**config.mk**
```make
export PLATFORM = sky130hd
export DESIGN_NAME = tpr_shadow_ctrl
export DESIGN_NICKNAME = d
export VERILOG_FILES = /design/src/rtl/tpr_pkg.sv /design/src/rtl/tpr_decode.sv /design/src/rtl/tpr_store.sv /design/src/rtl/tpr_shadow_ctrl.sv
export SDC_FILE = /design/constraint.sdc
export NUM_CORES = 1
export LEC_CHECK = 0
export BUFFER_PORTS_ARGS = -buffer_cell sky130_fd_sc_hd__clkbuf_2
export CAP_MARGIN = 30
export CORE_UTILIZATION = 41
export CTS_CLUSTER_DIAMETER = 100
export DETAILED_ROUTE_END_ITERATION = 8
export PLACE_DENSITY = 0.83
export SLEW_MARGIN = 20
export SYNTH_ARGS = -nofsm -noshare
export SYNTH_HDL_FRONTEND = slang
export SYNTH_SLANG_ARGS = --single-unit
```
**constraint.sdc**
```tcl
create_clock -name clk -period 3.4 [get_ports clk]
set_input_delay 0.68 -clock clk [delete_from_list [all_inputs] [get_ports clk]]
set_output_delay 0.68 -clock clk [all_outputs]
set_load 0.05 [all_outputs]
```
**src/rtl/tpr_pkg.sv**
```systemverilog
package tpr_pkg;

    localparam int PRIO_W_D  = 4;
    localparam int THR_W_D   = 32;
    localparam int BYTE_W_D  = 8;

    typedef enum logic [1:0] {
        EXIT_NONE  = 2'd0,
        EXIT_READ  = 2'd1,
        EXIT_WRITE = 2'd2,
        EXIT_TRAP  = 2'd3
    } exit_code_e;

    typedef enum logic [2:0] {
        ACT_IDLE,
        ACT_ERR,
        ACT_RD_EXIT,
        ACT_RD_SHADOW,
        ACT_RD_NATIVE,
        ACT_WR_EXIT,
        ACT_WR_SHADOW,
        ACT_WR_NATIVE
    } act_e;

    typedef struct packed {
        logic use_shadow;
        logic load_exit;
        logic store_exit;
    } ctl_t;

    typedef struct packed {
        act_e act;
        logic below;
    } dec_t;

    function automatic exit_code_e exit_for(dec_t d);
        case (d.act)
            ACT_RD_EXIT:   return EXIT_READ;
            ACT_WR_EXIT:   return EXIT_WRITE;
            ACT_WR_SHADOW: return d.below ? EXIT_TRAP : EXIT_NONE;
            default:       return EXIT_NONE;
        endcase
    endfunction

endpackage

```
**src/rtl/tpr_decode.sv**
```systemverilog
module tpr_decode
    import tpr_pkg::*;
#(
    parameter int PRIO_W = PRIO_W_D
) (
    input  ctl_t              ctl,
    input  logic              rd,
    input  logic              wr,
    input  logic [PRIO_W-1:0] wdata,
    input  logic [PRIO_W-1:0] thr,
    output dec_t              dec
);

    always_comb begin
        dec.below = (wdata < thr);
        if (rd && wr)
            dec.act = ACT_ERR;
        else if (rd)
            dec.act = ctl.store_exit ? ACT_RD_EXIT :
                      ctl.use_shadow ? ACT_RD_SHADOW : ACT_RD_NATIVE;
        else if (wr)
            dec.act = ctl.load_exit  ? ACT_WR_EXIT :
                      ctl.use_shadow ? ACT_WR_SHADOW : ACT_WR_NATIVE;
        else
            dec.act = ACT_IDLE;
    end

endmodule

```
**src/rtl/tpr_store.sv**
```systemverilog
module tpr_store #(
    parameter int BYTE_W = tpr_pkg::BYTE_W_D,
    parameter int PRIO_W = tpr_pkg::PRIO_W_D
) (
    input  logic              clk,
    input  logic              rst,
    input  logic              host_we,
    input  logic [BYTE_W-1:0] host_val,
    input  logic              sh_we,
    input  logic [PRIO_W-1:0] sh_val,
    input  logic              nat_we,
    input  logic [PRIO_W-1:0] nat_val,
    output logic [BYTE_W-1:0] page_q,
    output logic [PRIO_W-1:0] native_q
);

    localparam int LOW_W = BYTE_W - PRIO_W;

    always_ff @(posedge clk) begin
        if (rst) begin
            page_q   <= '0;
            native_q <= '0;
        end else begin
            if (host_we)
                page_q <= host_val;
            else if (sh_we)
                page_q <= {sh_val, page_q[LOW_W-1:0]};
            if (nat_we)
                native_q <= nat_val;
        end
    end

endmodule

```
**src/rtl/tpr_shadow_ctrl.sv**
```systemverilog
module tpr_shadow_ctrl
    import tpr_pkg::*;
#(
    parameter int PRIO_W = PRIO_W_D,
    parameter int THR_W  = THR_W_D,
    parameter int BYTE_W = BYTE_W_D
) (
    input  logic              clk,
    input  logic              rst,
    input  logic              ctl_use_shadow,
    input  logic              ctl_load_exit,
    input  logic              ctl_store_exit,
    input  logic [THR_W-1:0]  thresh_field,
    input  logic              acc_rd,
    input  logic              acc_wr,
    input  logic [PRIO_W-1:0] acc_wdata,
    output logic              rd_valid,
    output logic [PRIO_W-1:0] rd_data,
    output logic              exit_pulse,
    output logic [1:0]        exit_reason,
    output logic              acc_err,
    input  logic              host_wr,
    input  logic [BYTE_W-1:0] host_wdata,
    output logic [BYTE_W-1:0] host_rdata,
    output logic [PRIO_W-1:0] native_cr8
);

    localparam int PRIO_LSB = BYTE_W - PRIO_W;

    ctl_t                ctl;
    dec_t                dec;
    exit_code_e          code;
    logic [BYTE_W-1:0]   page_q;
    logic [PRIO_W-1:0]   native_q;
    logic [PRIO_W-1:0]   shadow_prio;
    logic                unused_thr_bits;

    assign ctl             = '{use_shadow: ctl_use_shadow, load_exit: ctl_load_exit,
                               store_exit: ctl_store_exit};
    assign unused_thr_bits = ^thresh_field[THR_W-1:PRIO_W];
    assign shadow_prio     = page_q[BYTE_W-1:PRIO_LSB];

    tpr_decode #(.PRIO_W(PRIO_W)) u_dec (
        .ctl   (ctl),
        .rd    (acc_rd),
        .wr    (acc_wr),
        .wdata (acc_wdata),
        .thr   (thresh_field[PRIO_W-1:0]),
        .dec   (dec)
    );

    assign code = exit_for(dec);

    tpr_store #(.BYTE_W(BYTE_W), .PRIO_W(PRIO_W)) u_store (
        .clk      (clk),
        .rst      (rst),
        .host_we  (host_wr),
        .host_val (host_wdata),
        .sh_we    (dec.act == ACT_WR_SHADOW),
        .sh_val   (acc_wdata),
        .nat_we   (dec.act == ACT_WR_NATIVE),
        .nat_val  (acc_wdata),
        .page_q   (page_q),
        .native_q (native_q)
    );

    always_ff @(posedge clk) begin
        if (rst) begin
            rd_valid    <= 1'b0;
            rd_data     <= '0;
            exit_pulse  <= 1'b0;
            exit_reason <= EXIT_NONE;
            acc_err     <= 1'b0;
        end else begin
            rd_valid    <= (dec.act == ACT_RD_SHADOW) || (dec.act == ACT_RD_NATIVE);
            rd_data     <= (dec.act == ACT_RD_SHADOW) ? shadow_prio :
                           (dec.act == ACT_RD_NATIVE) ? native_q : '0;
            exit_pulse  <= (code != EXIT_NONE);
            exit_reason <= code;
            acc_err     <= (dec.act == ACT_ERR);
        end
    end

    assign host_rdata = page_q;
    assign native_cr8 = native_q;

    p_store_exit_r3: assert property (@(posedge clk) disable iff (rst)
        (acc_rd && !acc_wr && ctl_store_exit) |=>
            (exit_pulse && exit_reason == 2'b01 && !rd_valid));

    p_shadow_read_r4: assert property (@(posedge clk) disable iff (rst)
        (acc_rd && !acc_wr && !ctl_store_exit && ctl_use_shadow) |=>
            (rd_valid && rd_data == $past(host_rdata[BYTE_W-1:PRIO_LSB])));

    p_load_exit_keep_r5: assert property (@(posedge clk) disable iff (rst)
        (acc_wr && !acc_rd && ctl_load_exit && !host_wr) |=>
            ($stable(host_rdata) && $stable(native_cr8) && exit_reason == 2'b10));

    p_trap_r7: assert property (@(posedge clk) disable iff (rst)
        (acc_wr && !acc_rd && !ctl_load_exit && ctl_use_shadow && !host_wr &&
         acc_wdata < thresh_field[PRIO_W-1:0]) |=>
            (exit_pulse && exit_reason == 2'b11 &&
             host_rdata[BYTE_W-1:PRIO_LSB] == $past(acc_wdata)));

    p_conflict_r9: assert property (@(posedge clk) disable iff (rst)
        (acc_rd && acc_wr && !host_wr) |=>
            (acc_err && !exit_pulse && !rd_valid && $stable(host_rdata) && $stable(native_cr8)));

    p_reason_quiet_r11: assert property (@(posedge clk) disable iff (rst)
        !exit_pulse |-> (exit_reason == 2'b00));

    p_rd_zero_r4: assert property (@(posedge clk) disable iff (rst)
        !rd_valid |-> (rd_data == '0));

endmodule

```
==> metrics.md, run 1 <==
| Metric | Value |
|---|---|
| Status | finished clean |
| WP buf/inv | 1 |
| Synth area leaders | dfxtp_1 (46%), mux2i_1 (18%), nor2_1 (7.8%), mux2_2 (4.9%), ha_1 (4.1%) |
| Reg2Reg Setup Slack | 2.51 ns |
| Commonest cells after routing, fill and taps aside | clkbuf_2 (44), dfxtp_1 (21), nor2_1 (19) |
| Mapped Nets | 144 |
| Chip width | 49.1 um |
| First-pass GRT wire length | 3310 um |
| RSZ-0062 raised after global routing | no |
| Reg2Reg Launch Point | u_store.page_q[6]$_SDFFE_PP0P_ |
| Setup CP Type | register to output pin |
| DRC | 0 |
| Yosys top cell by area | dfxtp_1 |
| Congestion Overflow GR | 0 |
| Hold Path Class | register to register |
| IO Port Bufs | 44 |
| Post-route cell area | 1180 um^2 |
| Worst Setup End Kind | output pin |
| IO Count | 73 |
| Top cell type's share of synthesized area | 46.2% |
| Crit-path leading delay family | flip-flops |
| Longest Clk Path Bufs | 2 |
| Routed wire length | 1970 um |
| DRT iter0 DRCs | 6 |
| Vias in the first global route | 806 |
| Clock-pin slew on the worst setup and hold paths | 0.12 ns |
| Initial antenna violation count | 0 |
| Worst skew pair latency | 0.30 ns |
| CP Cell Sequence | clkbuf_2 |
| Seq cells post-synth | 21 |
| Commonest non-fill, non-tap cell in the layout | clkbuf_2 |
| Layout cells sized above 1 | 41.8% |
| Fillers | 184 |
| CP Data Required Time | 2.72 ns |
| Hold-fix buffers, CTS | 0 |
| Final slew viol count | 0 |
| Yosys warns | 0 |
| Post-CTS Resized | 0 |
| Crit path depth | 1 |
| Relative max-transition margin | 70.9% |
| # Post-CTS Setup Buffers | 0 |
| Total routing usage reported by global routing | 17.8% |
| Clock period minus worst slack | 1.65 ns |
| VDD IR max | 196 uV |
| Hold endpoint | u_store.page_q[1]$_SDFFE_PP0P_ |
| Distinct cells, synth | 21 |
| Die area | 2410 um^2 |
| CP max stage delay | 0.38 ns |
| Clock skew | 0.00611 ns |
| Nets@finish | 190 |
| Tcrit/Tclk final | 48.6% |
| # setup viols final | 0 |
| CTS tree | yes |
| Worst-Margin Slew | 0.433 ns |
| R2R depth | 3 |
| TritonRoute pass-1 iters | 4 |
| Starting density of the core | 45.0% |
| Worst flop-to-flop path endpoint | u_store.page_q[6]$_SDFFE_PP0P_ |
| Lkg Pwr | 0.602 nW |
| ANT nets after route | 0 |
| Critical path peak fanout | 3 |
| Setup TNS | 0 ns |
| GP Congestion | 0.787 |
| Std cell rows | 16 |
| Post-synth design cell area | 911 um^2 |
| Post-DP HPWL | 1600 um |
| Num Clock Sinks | 21 |
| Number of vias per cell | 4.86 |
| Min Hold Slack | 0.512 ns |
| Core footprint | 2020 um^2 |
| Power per cell area | 411 nW/um^2 |
| CP max-delay cell | dfxtp_1 |
| Largest net degree at the start of global routing | 17 |
| Number of H-tree levels | 1 |
| Via count | 782 |
| WL per Instance | 12.2 um |
| Inserted Clock Buffers | 3 |
| Cells after Synth | 89 |
| Hold-critical path depth | 2 |
| Synth-to-layout area growth | 29.3% |
| Min-Delay Startpoint | u_store.page_q[1]$_SDFFE_PP0P_ |
| Crit start category | register |
| Final Hold Vio Count | 0 |
| Worst EP arrival | 0.97 ns |
| Maxcap violations | 0 |
| Final Core Density | 58.2% |
| Sequential area share after synthesis | 46.2% |
| DIE HEIGHT | 49.1 um |
| Diode count | 0 |
| Placed instance area | 1150 um^2 |
| Highest clock rate | 605 MHz |
| Root Buffer Master | clkbuf_4 |
| Mean Syn Cell Area | 10.2 um^2 |
==> cells in the mapped netlist <==
master	n
dfxtp_1	21
a21oi_1	1
nand3b_1	2
inv_1	7
clkbuf_1	2
buf_4	1
nor3_1	1
mux2i_1	16
o21ai_0	2
and2b_2	1
mux2_2	4
nor3b_1	1
a31oi_1	2
nor2_1	19
and4bb_4	1
ha_1	3
or2_1	1
o21a_1	1
o31ai_2	1
a211oi_1	1
nor4_4	1
==> registers in the layout, indices dropped and copies added, names as in the netlist <==
name,count
acc_err,1
rd_data,4
exit_reason,2
rd_valid,1
exit_pulse,1
u_store.page_q,8
u_store.native_q,4
==> logic make-up (layout without fill, tap and decap cells) <==
logic type	count (synthesis)	count (layout)	synth area share, %
adders and majority gates	3	3	4.12
DFF	21	21	46.2
muxes	20	20	22.5
buffers and inverters	10	55	4.53
and+or+nand+nor	27	27	16.6
AOI/OAI and AO/OA	8	8	6.04
==> report_power, final <==
| group | internal, W | total [W] | switching [W] |
|---|---|---|---|
| logic | 0.0000360 | 0.000104 | 0.0000682 |
| clock network | 0.0000438 | 0.000119 | 0.0000752 |
| registers | 0.000256 | 0.000261 | 0.00000510 |
==> worst max-delay path by stage <==
stage / startpoint / slack (ns) / end
2_1_floorplan: ctl_use_shadow / 1.70 / u_store.page_q[4]$_SDFFE_PP0P_
3_3_place_gp: ctl_use_shadow / 1.54 / u_store.page_q[7]$_SDFFE_PP0P_
6_report: u_store.native_q[3]$_SDFFE_PP0N_ / 1.75 / native_cr8[3]
3_5_place_dp: ctl_use_shadow / 1.50 / u_store.page_q[4]$_SDFFE_PP0P_
5_1_grt: u_store.page_q[5]$_SDFFE_PP0P_ / 1.70 / host_rdata[5]
4_1_cts: u_store.native_q[3]$_SDFFE_PP0N_ / 1.74 / native_cr8[3]
==> metrics by stage <==
step                worst slack (ns)  power [W]  cells
floorplan                       1.70   0.000338     89
global placement                1.54   0.000366    157
detailed placement              1.50   0.000371    157
CTS                             1.74   0.000486    161
global route                    1.70   0.000506    161
finish                          1.75   0.000484    161
==> area by class of cell <==
type	count	area (um^2)	area share (%)
clock inverters	1	5.00	0.425
well taps	27	33.8	2.87
repair buffers	44	220	18.7
clock buffers	3	22.5	1.91
multi-input cells	58	449	38.2
flip-flops and latches	21	420	35.7
inverters	7	26.3	2.23
==> per-layer routing <==
layer | GRT usage, % | vias up | part of all wire, %
li1 | - | 395 | -
met1 | 17.7 | 361 | 41
met2 | 35.8 | 24 | 54
met3 | 3.12 | 2 | 4.6
met4 | 5.88 | 0 | 0.41
met5 | 0 | - | 0
==> worst reg2reg max path: cells and delay by family (launching register included) <==
family | cells | cell delay [ns]
multiplexers | 2 | 0.38
flip-flops | 1 | 0.35
AND/OR/NAND/NOR | 1 | 0.05
(Power assumes the default switching activity.)
==> run 2: changes to the inputs <==
Settings changed: ABC_AREA set to 1, CORE_UTILIZATION 41 to 39, PLACE_DENSITY 0.83 to 0.78.
Clock period 3.4 ns to 1.7 ns, I/O delays scaled along.
==> run 2 against run 1 <==
Global-route usage is 1.3 points higher. Sequential power up 100%. Register-to-register slack worse by 1.5 ns. First-iteration DRC count increased to 5.0 times the previous value. Core utilization shrank 3.2 points. Clock power grew 100%. Worst setup slack lost 1.4 ns. Total power is 110% higher. Worst hold slack got worse by 0.26 ns. Clock-buffer cell count stayed put. Die area grew 14%. Final cell count up 29%.
==> metrics.md, run 2 <==
| Metric | Value |
|---|---|
| DRT iter0 DRCs | 30 |
| Number of vias per cell | 4.82 |
| GP Congestion | 0.819 |
| Met3 routed WL | 137 um |
| Launch point of the critical path | u_store.native_q[3]$_SDFFE_PP0N_ |
| Chip width | 52.4 um |
| R2R depth | 2 |
| IO Count | 73 |
| Starting density of the core | 43.1% |
| Inserted Clock Buffers | 3 |
| Synth area leaders | dfxtp_1 (42%), nand2_1 (7.6%), inv_1 (7.2%), a21oi_1 (7.1%), nor2_1 (6.1%) |
| Worst Setup End Kind | output pin |
| Nets@finish | 236 |
| Distinct cells, synth | 17 |
| Commonest cells after routing, fill and taps aside | clkbuf_2 (44), dfxtp_1 (21), nand2_1 (20) |
| Critical path peak fanout | 3 |
| Hold Path Class | primary input to register |
| Mapped Nets | 189 |
| Number of flip-flops in the largest register | 8 |
| Biggest regs | u_store.page_q (8), rd_data (4), u_store.native_q (4) |
| Most instantiated library cell after synthesis | dfxtp_1 |
| # setup viols final | 0 |
| Clock skew | 0.00773 ns |
| # Post-CTS Setup Buffers | 0 |
| Internal power | 0.000679 W |
| CP max stage delay | 0.39 ns |
| Top sig layer | met4 |
| Clock Power Share | 23.3% |
| DR WL met2 | 1050 um |
| Initial antenna violation count | 0 |
| IO Port Bufs | 44 |
| Num Clock Sinks | 21 |
| WL met1 | 925 um |
| Post-DP HPWL | 1750 um |
| DRC | 0 |
| Crit-path leading delay family | flip-flops |
| Layout cells sized above 1 | 32.2% |
| Synth-to-layout area growth | 27.8% |
| Commonest non-fill, non-tap cell in the layout | clkbuf_2 |
| Total routing usage reported by global routing | 19.1% |
| Root Buffer Master | clkbuf_4 |
| Top cell type's share of synthesized area | 42.5% |
| Die area | 2740 um^2 |
| Congestion Overflow GR | 0 |
| Diode count | 0 |
| WL per Instance | 10.3 um |
| Setup TNS | 0 ns |
| Status | finished clean |
| Yosys warns | 0 |
| Power per cell area | 819 nW/um^2 |
| Reg2Reg Setup Slack | 0.99 ns |
| Via count | 1,002 |
| Number of H-tree levels | 1 |
| Highest clock rate | 748 MHz |
| Longest Clk Path Bufs | 2 |
| Worst flop-to-flop path endpoint | rd_data[3]$_SDFF_PP0_ |
| Post-synth design cell area | 990 um^2 |
| Vias in the first global route | 951 |
| WP buf/inv | 1 |
| P_sw | 0.000356 W |
| Worst skew pair latency | 0.31 ns |
| RSZ-0062 raised after global routing | no |
| Crit start category | register |
| Logic pwr share | 25.6% |
| Lkg Pwr | 0.668 nW |
| Mean Syn Cell Area | 7.39 um^2 |
| VDD IR max | 694 uV |
| CP max-delay cell | dfxtp_1 |
| Std cell rows | 17 |
| Biggest register | u_store.page_q |
| DIE HEIGHT | 52.4 um |
| Relative max-transition margin | 80.6% |
| Seq cells post-synth | 21 |
| TritonRoute pass-1 iters | 4 |
| Cells after Synth | 134 |
| Sequential area share after synthesis | 42.5% |
| Largest net degree at the start of global routing | 13 |
| First-pass GRT wire length | 3850 um |
| Commonest cells in the netlist | dfxtp_1 (21), nand2_1 (20), inv_1 (19) |
| CP Cell Sequence | clkbuf_2 |
| Worst-Margin Slew | 0.290 ns |
| Setup CP Type | register to output pin |
| Tcrit/Tclk final | 78.7% |
| Clock-pin slew on the worst setup and hold paths | 0.12 ns |
| Async set-reset flop share out of synthesis | 0% |
| Yosys top cell by area | dfxtp_1 |
| Hold-fix buffers, CTS | 0 |
| Reg2Reg Launch Point | u_store.page_q[7]$_SDFFE_PP0P_ |
| CTS tree | yes |
| ANT nets after route | 0 |
| Final slew viol count | 0 |
| Post-CTS Resized | 0 |
| EDFF count, synth | 0 |
| Routed wire length | 2150 um |
| Final Hold Vio Count | 0 |
| Sw frac | 34.4% |
| Clock period minus worst slack | 1.34 ns |
| Crit path depth | 1 |
| Ys flop type | dfxtp_1 |
| Sequential Power Share | 51.2% |
| CP Data Required Time | 1.36 ns |
| Worst EP arrival | 1.00 ns |
| Critical Path Sink | native_cr8[3] |
| Maxcap violations | 0 |
| Final Core Density | 55.1% |
| Core footprint | 2300 um^2 |
==> run 2: cell types whose count changed in the layout (fill, tap and decap cells not counted), moves of 4 or more <==
cell and delta:
a21oi_1 +13, nand2_1 +20, nand2_2 +4, nand3_1 +8, o21ai_0 +8, mux2i_1 -16, nand4_1 +6, inv_1 +12
mux2_2 -4
==> run 2: cell type report <==
cell class / count / area (um^2)
clock inverter: 1 / 5.00
fill: 226 / 1030
timing repair buffer: 44 / 220
inverter: 20 / 77.6
clock buffer: 3 / 22.5
tap: 28 / 35.0
sequential: 21 / 420
multi-input combinational: 91 / 484
==> run 2: logic make-up after synthesis <==
| logic type | Yosys count | synth area share [%] |
|---|---|---|
| DFF | 21 | 42.5 |
| adders and majority gates | 3 | 3.79 |
| and+or+nand+nor | 63 | 32.2 |
| AOI/OAI and AO/OA | 25 | 12.9 |
| buffers and inverters | 22 | 8.60 |
==> run 2: power by group through the flow <==
stage | clock network [W] | logic [W] | registers [W]
final | 0.000241 | 0.000265 | 0.000530
after global routing | 0.000268 | 0.000294 | 0.000533
after CTS | 0.000254 | 0.000266 | 0.000530
after detailed placement | 0 | 0.000266 | 0.000541
after global placement | 0 | 0.000259 | 0.000540
after floorplan | 0 | 0.000105 | 0.000626
==> run 2: per-layer routing <==
metal	up-vias	track usage [%]
met5	-	0
met2	32	35.2
met3	5	4.64
li1	533	-
met4	0	7.89
met1	432	20.4
==> run 2: how the worst min path moves through the flow <==
stage / from / endpoint / slack (ns) / cells after the start
global placement: u_store.native_q[1]$_SDFFE_PP0N_ / u_store.native_q[1]$_SDFFE_PP0N_ / 0.46 / 2
detailed placement: u_store.native_q[1]$_SDFFE_PP0N_ / u_store.native_q[1]$_SDFFE_PP0N_ / 0.46 / 2
floorplan: host_wdata[0] / u_store.page_q[0]$_SDFFE_PP0P_ / 0.47 / 2
finish: host_wdata[3] / u_store.page_q[3]$_SDFFE_PP0P_ / 0.25 / 3
CTS: host_wdata[0] / u_store.page_q[0]$_SDFFE_PP0P_ / 0.24 / 3
global route: host_wdata[0] / u_store.page_q[0]$_SDFFE_PP0P_ / 0.26 / 3
==> run 2: stage by stage <==
step                      power (W)  area [um^2]  hold WS [ns]  worst slack (ns)  instances
after floorplan            0.000731          990         0.475             0.574        134
after global placement     0.000800         1240         0.462             0.427        204
after detailed placement   0.000807         1240         0.460             0.356        204
after CTS                   0.00105         1260         0.243             0.352        208
after global routing        0.00110         1260         0.257             0.315        208
final                       0.00104         1260         0.254             0.363        208
==> run 3: changes to the inputs <==
Settings changed: CORE_UTILIZATION 39 to 35, PLACE_DENSITY 0.78 to 0.74.
Clock period 1.7 ns to 1.11 ns, I/O delays scaled along.
==> run 3 against run 2 <==
Worst setup slack lost 0.32 ns. Combinational power up 84%. Non-clock buffer count up 9. Die area increased by 11%. Sequential share of layout area down 4.0 points. Sequential power rose by 55%. Critical endpoint is now host_rdata[5]. Largest power group unchanged. Clock power grew 51%. Clock skew fell by 0.0060 ns.
==> metrics.md, run 3 (synthesized netlist as in run 2, its figures left out) <==
| Metric | Value |
|---|---|
| CTS tree | yes |
| Via count | 1,069 |
| Commonest non-fill, non-tap cell in the layout | clkbuf_2 |
| Synth-to-layout area growth | 51.1% |
| Longest Clk Path Bufs | 2 |
| Tcrit/Tclk final | 96.4% |
| Overall Power | 0.00167 W |
| Crit-path leading delay family | flip-flops |
| Num Clock Sinks | 21 |
| Nets@finish | 245 |
| Maxcap violations | 0 |
| Routed wire length | 2480 um |
| Root Buffer Master | clkbuf_4 |
| Total routing usage reported by global routing | 19.3% |
| Power per cell area | 1120 nW/um^2 |
| Number of vias per cell | 4.88 |
| Hold-fix buffers, CTS | 0 |
| Final Hold Vio Count | 0 |
| Final slew viol count | 0 |
| Crit start category | register |
| Min Hold Slack | 0.142 ns |
| RSZ-0062 raised after global routing | no |
| Clock-pin slew on the worst setup and hold paths | 0.11 ns |
| Post-route cell area | 1500 um^2 |
| DIE HEIGHT | 55.2 um |
| Worst-Margin Slew | 0.256 ns |
| Status | finished clean |
| Hold Path Class | primary input to register |
| Worst EP arrival | 0.85 ns |
| WL per Instance | 11.3 um |
| CP max-delay cell | dfxtp_2 |
| Lkg Pwr | 0.756 nW |
| Vias in the first global route | 1,048 |
| Fillers | 247 |
| Chip width | 55.2 um |
| Worst Setup End Kind | output pin |
| Relative max-transition margin | 82.9% |
| # setup viols final | 0 |
| Biggest register | u_store.page_q |
| Setup TNS | 0 ns |
| CP max stage delay | 0.39 ns |
| Critical path peak fanout | 3 |
| Congestion Overflow GR | 0 |
| TritonRoute pass-1 iters | 4 |
| Inserted Clock Buffers | 3 |
| Largest net degree at the start of global routing | 13 |
| GP Congestion | 0.816 |
| Die area | 3040 um^2 |
| Diode count | 0 |
| First-pass GRT wire length | 4200 um |
| Initial antenna violation count | 0 |
| CP Cell Sequence | buf_8 |
| Worst skew pair latency | 0.30 ns |
| Std cell rows | 18 |
| Number of H-tree levels | 1 |
| Inst Count DP | 213 |
| ANT nets after route | 0 |
| CP Data Required Time | 0.89 ns |
| Clock skew | 0.00169 ns |
| Clock period minus worst slack | 1.07 ns |
| Number of flip-flops in the largest register | 8 |
| Layout cells sized above 1 | 41.3% |
| IO Port Bufs | 44 |
| Post-DP HPWL | 2000 um |
| WP buf/inv | 1 |
| DRT iter0 DRCs | 9 |
| Highest clock rate | 935 MHz |
| DRC | 0 |
| Setup CP Type | register to output pin |
| Fin cells | 219 |
| Core footprint | 2570 um^2 |
| Commonest cells after routing, fill and taps aside | clkbuf_2 (23), nand2_1 (20), inv_1 (19) |
| Starting density of the core | 38.5% |
| IO Count | 73 |
| VDD IR max | 945 uV |
| Placed instance area | 1290 um^2 |
| Biggest regs | u_store.page_q (8), rd_data (4), u_store.native_q (4) |
run 3: cell count changes in the layout (fill, tap and decap cells not counted):
| cell | before | now |
|---|---|---|
| dfxtp_2 | 0 | 10 |
| buf_8 | 0 | 6 |
| clkbuf_8 | 0 | 5 |
| buf_4 | 0 | 15 |
| buf_6 | 0 | 4 |
| dfxtp_1 | 21 | 10 |
| clkbuf_2 | 44 | 23 |
| dfxtp_4 | 0 | 1 |
run 3: timing repair:
| action | CTS | global route |
|---|---|---|
| gates resized for setup | 40 | 24 |
| gates cloned | 0 | 0 |
| setup endpoints to repair | 21 | 21 |
| buffers inserted | 0 | 2 |
run 3: path summary, 6_finish.rpt:
path                                    startpoint                          endpoint  slack [ns]  cells after the start
setup / recovery    u_store.page_q[5]$_SDFFE_PP0P_                     host_rdata[5]        0.04                      1
hold / removal                       host_wdata[0]    u_store.page_q[0]$_SDFFE_PP0P_        0.14                      3
setup reg to reg    u_store.page_q[6]$_SDFFE_PP0P_             rd_data[2]$_SDFF_PP0_        0.34                      3
hold reg to reg   u_store.native_q[3]$_SDFFE_PP0N_  u_store.native_q[3]$_SDFFE_PP0N_        0.48                      2
run 3: per-layer routing:
metal | routed length, um | GRT usage [%] | vias up
met5 | 0 | 0 | -
met4 | 32 | 5.83 | 0
met3 | 171 | 6.28 | 4
met2 | 1300 | 37.3 | 40
met1 | 974 | 19.2 | 479
li1 | - | - | 546
run 3: metrics by stage:
stage                     worst slack, ns  util, %
after global routing             0.000558     58.2
after CTS                         0.00160     56.5
after global placement            -0.0574     50.3
final                              0.0401     58.2
after detailed placement           -0.100     50.3
after floorplan                     0.102        -
run 3: final cells by class:
type                            instances  area (um^2)  share of cell area, %
Inverter                               20         77.6                   5.19
Sequential cell                        21          437                   29.2
Multi-Input combinational cell         91          484                   32.4
Clock buffer                            3         22.5                   1.51
Clock inverter                          1         5.00                  0.335
Tap cell                               30         37.5                   2.51
Timing Repair Buffer                   53          432                   28.9
run 3: power breakdown:
part	internal [W]	total (W)	switching [W]
clock	0.000135	0.000364	0.000230
combinational	0.000184	0.000487	0.000302
sequential	0.000794	0.000822	0.0000281
